[config.mk]
export PLATFORM = sky130hd
export DESIGN_NAME = cmp_branch_unit
export DESIGN_NICKNAME = d
export VERILOG_FILES = /design/src/rtl/cbu_pkg.sv /design/src/rtl/cbu_decode.sv /design/src/rtl/cbu_compare.sv /design/src/rtl/cbu_flag_reg.sv /design/src/rtl/cbu_branch.sv /design/src/rtl/cmp_branch_unit.sv
export SDC_FILE = /design/constraint.sdc
export NUM_CORES = 1
export LEC_CHECK = 0
export ABC_AREA = 1
export BUFFER_PORTS_ARGS = -buffer_cell sky130_fd_sc_hd__clkbuf_2
export CORE_MARGIN = 2
export CORE_UTILIZATION = 55
export CTS_BUF_LIST = sky130_fd_sc_hd__clkbuf_2 sky130_fd_sc_hd__clkbuf_4 sky130_fd_sc_hd__clkbuf_8
export CTS_CLUSTER_DIAMETER = 60
export DETAILED_ROUTE_END_ITERATION = 10
export PLACE_DENSITY_LB_ADDON = 0.25
export SKIP_LAST_GASP = 1
export SYNTH_ARGS = -nofsm -noshare
export SYNTH_HDL_FRONTEND = slang
export SYNTH_SLANG_ARGS = --single-unit
export TNS_END_PERCENT = 100
[constraint.sdc]
create_clock -name clk -period 3.45 [get_ports clk]
set_input_delay 0.1725 -clock clk [delete_from_list [all_inputs] [get_ports clk]]
set_output_delay 0.1725 -clock clk [all_outputs]
set_load 0.005 [all_outputs]
[src/rtl/cbu_pkg.sv]
// Package: operation codes and decoded control shared by the compare/branch unit.
// Assumes a 4-bit operation code. Codes not listed are treated as "other".
package cbu_pkg;

    localparam int OP_W = 4;

    typedef enum logic [OP_W-1:0] {
        OP_NOP    = 4'd0,
        OP_ADD    = 4'd1,
        OP_SUB    = 4'd2,
        OP_CMP_EQ = 4'd3,
        OP_CMP_GE = 4'd4,
        OP_CMP_GT = 4'd5,
        OP_CMP_HS = 4'd6,
        OP_CMP_HI = 4'd7,
        OP_CMP_PZ = 4'd8,
        OP_BR_T   = 4'd9,
        OP_BR_F   = 4'd10
    } cbu_op_e;

    typedef enum logic [2:0] {
        SEL_EQ = 3'd0,
        SEL_GE = 3'd1,
        SEL_GT = 3'd2,
        SEL_HS = 3'd3,
        SEL_HI = 3'd4,
        SEL_PZ = 3'd5
    } cmp_sel_e;

    typedef struct packed {
        logic     is_cmp;
        logic     is_bt;
        logic     is_bf;
        cmp_sel_e sel;
    } cbu_ctl_t;

endpackage

[src/rtl/cbu_decode.sv]
// Module: cbu_decode
// Turns the raw operation code into control bits: whether the flag is written,
// which relation is selected, and which branch polarity applies.
// Assumes: any code outside the enumerated set decodes to "no effect".
module cbu_decode
    import cbu_pkg::*;
(
    input  logic [OP_W-1:0] op_i,
    output cbu_ctl_t        ctl_o
);

    // Decode operation code into control fields.
    always_comb begin
        ctl_o        = '0;
        ctl_o.sel    = SEL_EQ;
        case (cbu_op_e'(op_i))
            OP_CMP_EQ: begin ctl_o.is_cmp = 1'b1; ctl_o.sel = SEL_EQ; end
            OP_CMP_GE: begin ctl_o.is_cmp = 1'b1; ctl_o.sel = SEL_GE; end
            OP_CMP_GT: begin ctl_o.is_cmp = 1'b1; ctl_o.sel = SEL_GT; end
            OP_CMP_HS: begin ctl_o.is_cmp = 1'b1; ctl_o.sel = SEL_HS; end
            OP_CMP_HI: begin ctl_o.is_cmp = 1'b1; ctl_o.sel = SEL_HI; end
            OP_CMP_PZ: begin ctl_o.is_cmp = 1'b1; ctl_o.sel = SEL_PZ; end
            OP_BR_T:   ctl_o.is_bt = 1'b1;
            OP_BR_F:   ctl_o.is_bf = 1'b1;
            default:   ctl_o = ctl_o;
        endcase
    end

endmodule

[src/rtl/cbu_compare.sv]
// Module: cbu_compare
// Evaluates the selected relation between two operands with one shared
// subtractor. Carry gives the unsigned order. Sign xor overflow gives the signed order.
// Assumes: operands are DATA_W bits; the result is meaningful only for compares.
module cbu_compare
    import cbu_pkg::*;
#(
    parameter int DATA_W = 32
) (
    input  logic [DATA_W-1:0] a_i,
    input  logic [DATA_W-1:0] b_i,
    input  cmp_sel_e          sel_i,
    output logic              res_o
);

    localparam int MSB = DATA_W - 1;

    logic [DATA_W:0] diff;
    logic            eq, no_borrow, ovf, s_lt;

    // Shared subtraction A - B with carry out (1 = no borrow).
    always_comb begin
        diff      = {1'b0, a_i} + {1'b0, ~b_i} + {{DATA_W{1'b0}}, 1'b1};
        no_borrow = diff[DATA_W];
        eq        = (a_i == b_i);
        ovf       = (a_i[MSB] != b_i[MSB]) && (diff[MSB] != a_i[MSB]);
        s_lt      = diff[MSB] ^ ovf;
    end

    // Pick the relation named by the selector.
    always_comb begin
        case (sel_i)
            SEL_EQ:  res_o = eq;
            SEL_GE:  res_o = ~s_lt;
            SEL_GT:  res_o = ~s_lt & ~eq;
            SEL_HS:  res_o = no_borrow;
            SEL_HI:  res_o = no_borrow & ~eq;
            SEL_PZ:  res_o = ~a_i[MSB];
            default: res_o = 1'b0;
        endcase
    end

endmodule

[src/rtl/cbu_flag_reg.sv]
// Module: cbu_flag_reg
// Holds the single status flag. Written only when a compare is decoded.
// Assumes synchronous active-low reset to 0.
module cbu_flag_reg (
    input  logic clk,
    input  logic rst_n,
    input  logic wr_en_i,
    input  logic wr_val_i,
    output logic flag_o
);

    // Flag storage with synchronous clear.
    always_ff @(posedge clk) begin
        if (!rst_n)       flag_o <= 1'b0;
        else if (wr_en_i) flag_o <= wr_val_i;
    end

endmodule

[src/rtl/cbu_branch.sv]
// Module: cbu_branch
// Forms the branch decision from the flag and the polarity bits, and the
// target as PC + PC_STEP + (sign-extended displacement << DISP_SHIFT).
// Assumes: address arithmetic wraps modulo 2^ADDR_W.
module cbu_branch #(
    parameter int ADDR_W     = 32,
    parameter int DISP_W     = 8,
    parameter int PC_STEP    = 4,
    parameter int DISP_SHIFT = 1
) (
    input  logic              flag_i,
    input  logic              is_bt_i,
    input  logic              is_bf_i,
    input  logic [ADDR_W-1:0] pc_i,
    input  logic [DISP_W-1:0] disp_i,
    output logic              taken_o,
    output logic [ADDR_W-1:0] target_o
);

    localparam int EXT_W = ADDR_W - DISP_W;

    logic [ADDR_W-1:0] disp_ext, offset;

    // Taken decision for either polarity.
    always_comb taken_o = (is_bt_i & flag_i) | (is_bf_i & ~flag_i);

    // Target address arithmetic.
    always_comb begin
        disp_ext = {{EXT_W{disp_i[DISP_W-1]}}, disp_i};
        offset   = disp_ext << DISP_SHIFT;
        target_o = pc_i + ADDR_W'(PC_STEP) + offset;
    end

endmodule

[src/rtl/cmp_branch_unit.sv]
// Module: cmp_branch_unit (top)
// Single-flag compare and branch unit: compares write the flag, branches read
// it, every other code leaves it alone. A compare is visible to the next cycle.
// Assumes one operation per cycle; register file and flush logic live elsewhere.
module cmp_branch_unit
    import cbu_pkg::*;
#(
    parameter int DATA_W     = 32,
    parameter int ADDR_W     = 32,
    parameter int DISP_W     = 8,
    parameter int PC_STEP    = 4,
    parameter int DISP_SHIFT = 1
) (
    input  logic              clk,
    input  logic              rst_n,
    input  logic [OP_W-1:0]   op_i,
    input  logic [DATA_W-1:0] rs_a_i,
    input  logic [DATA_W-1:0] rs_b_i,
    input  logic [ADDR_W-1:0] pc_i,
    input  logic [DISP_W-1:0] disp_i,
    output logic              flag_o,
    output logic              br_taken_o,
    output logic [ADDR_W-1:0] br_target_o
);

    cbu_ctl_t ctl;
    logic     cmp_res;

    cbu_decode u_decode (
        .op_i  (op_i),
        .ctl_o (ctl)
    );

    cbu_compare #(.DATA_W(DATA_W)) u_compare (
        .a_i   (rs_a_i),
        .b_i   (rs_b_i),
        .sel_i (ctl.sel),
        .res_o (cmp_res)
    );

    cbu_flag_reg u_flag (
        .clk      (clk),
        .rst_n    (rst_n),
        .wr_en_i  (ctl.is_cmp),
        .wr_val_i (cmp_res),
        .flag_o   (flag_o)
    );

    cbu_branch #(
        .ADDR_W     (ADDR_W),
        .DISP_W     (DISP_W),
        .PC_STEP    (PC_STEP),
        .DISP_SHIFT (DISP_SHIFT)
    ) u_branch (
        .flag_i   (flag_o),
        .is_bt_i  (ctl.is_bt),
        .is_bf_i  (ctl.is_bf),
        .pc_i     (pc_i),
        .disp_i   (disp_i),
        .taken_o  (br_taken_o),
        .target_o (br_target_o)
    );

endmodule

After elaboration in Yosys (flattened, before gate mapping)
Cells that the tools add are included.
Widths: inputs -> output; s select.
{"block": "op_classes", "addsub": 4, "bitwise": 11, "n_eq_ne": 16, "reduce_logical": 3, "n_mux": 5}
{"operator": "$add 32x32->33", "n": 1}
{"operator": "$add 33x1->33 const B", "n": 1}
{"operator": "$add 32x3->32 const B", "n": 1}
{"operator": "$add 32x32->32", "n": 1}
{"operator": "$eq 32x32->1", "n": 1}
{"operator": "$not 32->32", "n": 1}
{"operator": "$eq 4x3->1 const B", "n": 4}
{"operator": "$pmux 3 s5", "n": 1}
{"operator": "$eq 4x4->1 const B", "n": 3}
{"operator": "$eq 3x2->1 const B", "n": 2}
{"operator": "$eq 3x3->1 const B", "n": 2}
{"operator": "$pmux 1 s6", "n": 1}
{"operator": "$reduce_or 6->1", "n": 1}
{"operator": "$and 1x1->1", "n": 4}
{"operator": "$eq 4x2->1 const B", "n": 1}
{"operator": "$not 1->1", "n": 4}
{"operator": "$eq 3x1->1 const B", "n": 1}
{"operator": "$logic_not 3->1", "n": 1}
{"operator": "$mux 1", "n": 3}
{"operator": "$ne 1x1->1", "n": 2}
{"operator": "$logic_and 1x1->1", "n": 1}
{"operator": "$or 1x1->1", "n": 1}
{"operator": "$xor 1x1->1", "n": 1}
{"block": "word_totals", "out_inout_bits": 34, "ff_bits": 1, "word_cells": 40, "inputBits": 110}

Logic depth before layout (Yosys ltp)
{"block": "depth", "ltp_word": 9, "mapped_depth": 19, "ltp_nobuf": 19}

Cells and area by module
Synthesis repeated with hierarchy kept, for this count alone.
{"block": "hier_totals", "hier_cells": 735, "hier_area_um2": 4124.0}
{"module": "cbu_branch", "seq_area_each_um2": 0.0, "cells_each": 482, "instances": 1, "area_each_um2": 2698.8}
{"module": "cbu_compare", "seq_area_each_um2": 0.0, "cells_each": 222, "instances": 1, "area_each_um2": 1285.0}
{"module": "cbu_decode", "seq_area_each_um2": 0.0, "cells_each": 25, "instances": 1, "area_each_um2": 98.8}
{"module": "cbu_flag_reg", "seq_area_each_um2": 20.0, "cells_each": 6, "instances": 1, "area_each_um2": 41.3}

Worst setup path after synthesis
Ideal clock, no wire load.
{"block": "synth_path", "path_kind": "input to register", "from": "input rs_b_i[30]", "to": "register u_flag.flag_o", "required_time_ns": 3.386, "t_arrival_ns": 2.083, "setup_slack_ns": 1.303, "n_path_buf": 0, "stages": 15, "setup_ns": 0.064, "path_cell_list": "inv_1 -> ha_1 -> inv_1 -> nor2_1 -> nand2_1 -> nor3_1 -> nor3b_1 -> a21oi_1 -> fa_1 -> a211o_1 -> a21oi_1 -> nand2_1 -> inv_1 -> nor2_1 -> nor2_1"}
{"block": "synth_between", "elab_chain_cells": 9, "word_cells_on_any_way": 12, "classes_between": "add/sub: 2; eq/ne: 2; mux: 1; bitwise: 6; reduce/logical: 1"}
{"item": "start, declared", "line": "cmp_branch_unit.sv:18", "rtl": "input logic [DATA_W-1:0] rs_b_i,"}
{"item": "$not 32->32", "line": "cbu_compare.sv:23", "rtl": "diff = {1'b0, a_i} + {1'b0, ~b_i} + {{DATA_W{1'b0}}, 1'b1};"}
{"item": "$add 32x32->33", "line": "cbu_compare.sv:23"}
{"item": "$add 33x1->33", "line": "cbu_compare.sv:23"}
{"item": "$ne 1x1->1", "line": "cbu_compare.sv:26", "rtl": "ovf = (a_i[MSB] != b_i[MSB]) && (diff[MSB] != a_i[MSB]);"}
{"item": "$logic_and 1x1->1", "line": "cbu_compare.sv:26"}
{"item": "$xor 1x1->1", "line": "cbu_compare.sv:27", "rtl": "s_lt = diff[MSB] ^ ovf;"}
{"item": "$not 1->1", "line": "cbu_compare.sv:34, cbu_compare.sv:35"}
{"item": "$and 1x1->1", "line": "cbu_compare.sv:35", "rtl": "SEL_GT: res_o = ~s_lt & ~eq;"}
{"item": "$pmux 1 s6 *", "line": "cbu_compare.sv:32", "rtl": "case (sel_i)"}
{"item": "end signal, assigned", "line": "cbu_flag_reg.sv:15", "rtl": "else if (wr_en_i) flag_o <= wr_val_i;"}
{"item": "end, declared", "line": "cbu_flag_reg.sv:9", "rtl": "output logic flag_o"}
Mark *: on every way between the ends. The rest lies on a longest branch, timed or not.
A chain may end at the register's enable or synchronous reset.

Final worst setup path
{"block": "layout_path", "from": "input disp_i[7]", "to": "output br_target_o[29]"}
{"block": "layout_between", "elab_chain_cells": 1}
{"item": "start, declared", "line": "cmp_branch_unit.sv:20", "rtl": "input logic [DISP_W-1:0] disp_i,"}
{"item": "$add 32x32->32", "line": "cbu_branch.sv:31", "rtl": "target_o = pc_i + ADDR_W'(PC_STEP) + offset;"}
{"item": "end, declared", "line": "cmp_branch_unit.sv:23", "rtl": "output logic [ADDR_W-1:0] br_target_o"}
Every way passes these cells.

==> impl_metrics.json <==
{
  "post-synth-top-count-cell": "nand2_1",
  "r2r_end": "u_flag.flag_o",
  "top_register": "u_flag.flag_o",
  "min_path_type": "input pin to primary output",
  "largest_reg_flops": 1,
  "worstSetupPathType": "input pin to primary output",
  "ir_drop_mv": 0.172,
  "die_h_um": 83.0,
  "timing.hold.ws_ns": 0.345,
  "stdcell_area_um2": 4220,
  "hold_viol": 0,
  "grt_pass1_vias": 3847,
  "hp-start": "pc_i[0]",
  "p_total_mw": 0.828,
  "yosys_register_bits": 1,
  "start_util": 0.572,
  "holdPathStages": 0,
  "r2r-start": "u_flag.flag_o",
  "drive_gt1_frac": 0.249,
  "ios": 144,
  "start_kind": "input pin",
  "r2r_cells": 2,
  "dpl_cell_area_um2": 4220,
  "layout.cells.non_filler": 755,
  "synth-edff-count": 0,
  "synth_fp_nets": 743,
  "cp_cell_sequence": "clkbuf_2 > ha_1 > ha_1 > nand2_1 > o21bai_1 > a21o_2 > nand2_1 > nand2_1 > nand3_1 > nand2_1 > xor2_1 > clkbuf_2",
  "core-area_um2": 5990,
  "grtUsageTotal": 0.264,
  "fin_crit_ns": 2.76,
  "multi_input_area_um2": 3070,
  "grt_max_degree": 25,
  "worstSetupEndpointType": "primary output",
  "synth-seq-area-share": 0.00584,
  "antenna_found_initial": 0,
  "cts_hold_buf": 0,
  "placedCellCount": 755,
  "vias_per_cell": 5.33,
  "synth_top_area_share": 0.332,
  "synthFlopType": "dfxtp_1",
  "fin_util": 0.705,
  "area_growth_pct": 23.1,
  "worst_slew_pin_slew_ns": 0.531,
  "vias": 4022,
  "p_leak_nw": 2.61,
  "die-area_um2": 6880,
  "skew_ns": 0,
  "slew_headroom": 0.646,
  "rsz0062_at_grt": "no",
  "post_cts_buffers": 0,
  "wl_per_cell_um": 12.5,
  "cp_common_cell": "nand2_1",
  "dp_hpwl_um": 8520,
  "synth_top_area_cell": "ha_1",
  "gp_congestion": 0.982,
  "setup_viol": 0,
  "fillers": 559,
  "maxSlewViolCount": 0,
  "worstPathRequired_ns": 3.28,
  "nets": 885,
  "crit_fanout": 24,
  "post_cts_resized": 0,
  "avgSynthCellArea_um2": 6.35,
  "largestRegisters": "u_flag.flag_o: 1 flops",
  "synth_cell_types": 43,
  "synth.top_cells.by_count": "115 x nand2_1, 91 x ha_1, 84 x inv_1",
  "drv_cap": 0,
  "yosys_warnings": 0,
  "min_period_over_period": 0.799,
  "async_flop_share": 0,
  "dp_slack_ns": 0.720,
  "p_per_area_nw_per_um2": 196,
  "crit_slowest_cell": "clkbuf_2",
  "status": "complete, no violations",
  "overflow": 0,
  "worst-endpoint-arrival_ns": 2.59,
  "drt-pass1-iter-count": 5,
  "synthCells": 540,
  "tns_ns": 0,
  "fmax_mhz": 363,
  "drtIter0Drc": 184,
  "reg2reg_slack_ns": 2.57,
  "portBuffers": 141,
  "insertion_delay_ns": 0,
  "synth.area.top_cells": "ha_1 33%, nand2_1 13%, inv_1 9.2%",
  "fp-row-count": 28,
  "wl_um": 9440,
  "ant_nets": 0,
  "grt_pass1_wl_um": 16100,
  "regArea_um2": 20.0,
  "drc": 0,
  "synth_area_um2": 3430,
  "holdPathEnd": "br_target_o[0]",
  "worst-path-buf-inv": 2,
  "diodes": 0,
  "dieWidth_um": 83.0,
  "cp_top_family": "adder cells",
  "max_stage_delay_ns": 0.42,
  "timing.final.ws_setup_ns": 0.692
}
==> cell usage in the layout (no fill, tap or decap), types with 8 or more instances in the layout <==
cell type | Yosys | routed
nor3_1 | 8 | 8
nand3_1 | 25 | 25
nor2_1 | 51 | 51
o21ai_0 | 16 | 16
nand2_1 | 115 | 115
a21o_1 | 8 | 8
xor2_1 | 19 | 19
ha_1 | 91 | 91
clkbuf_2 | 0 | 141
inv_1 | 84 | 84
a21oi_1 | 46 | 46
==> layer usage <==
metal	track usage	part of all wire	vias up
li1	-	-	2097
met1	0.338	0.46	1795
met2	0.515	0.50	126
met3	0.00398	0.039	4
met4	0.0104	0.0033	0
met5	0	0	-
==> power by group <==
group	switching (mW)	total, mW	internal (mW)
logic	0.469	0.814	0.345
registers	0.000999	0.0138	0.0128
clock network	0	0	0
==> area by class of cell <==
type	instances	area share
inverter	89	0.0791
timing repair buffer	141	0.167
multi-input combinational	449	0.727
sequential	1	0.00474
tap	75	0.0222
==> how the worst max path moves through the flow <==
stage,startpoint,endpoint,cells past startpoint
floorplan,rs_b_i[30],u_flag.flag_o,15
global placement,disp_i[7],br_target_o[29],12
detailed placement,disp_i[7],br_target_o[29],12
CTS,disp_i[7],br_target_o[29],12
global route,disp_i[7],br_target_o[29],12
finish,disp_i[7],br_target_o[29],12
==> cells by family (layout without fill, tap and decap cells) <==
| family | Yosys count | after routing | share of synthesized area |
|---|---|---|---|
| AOI/OAI and AO/OA | 106 | 106 | 0.198 |
| xor gates and xnor gates | 26 | 26 | 0.0664 |
| adders and majority gates | 93 | 93 | 0.344 |
| buffers and inverters | 90 | 230 | 0.0996 |
| DFF | 1 | 1 | 0.00584 |
| and+or+nand+nor | 224 | 224 | 0.286 |
Note: power is estimated with default switching activity, not from simulation.
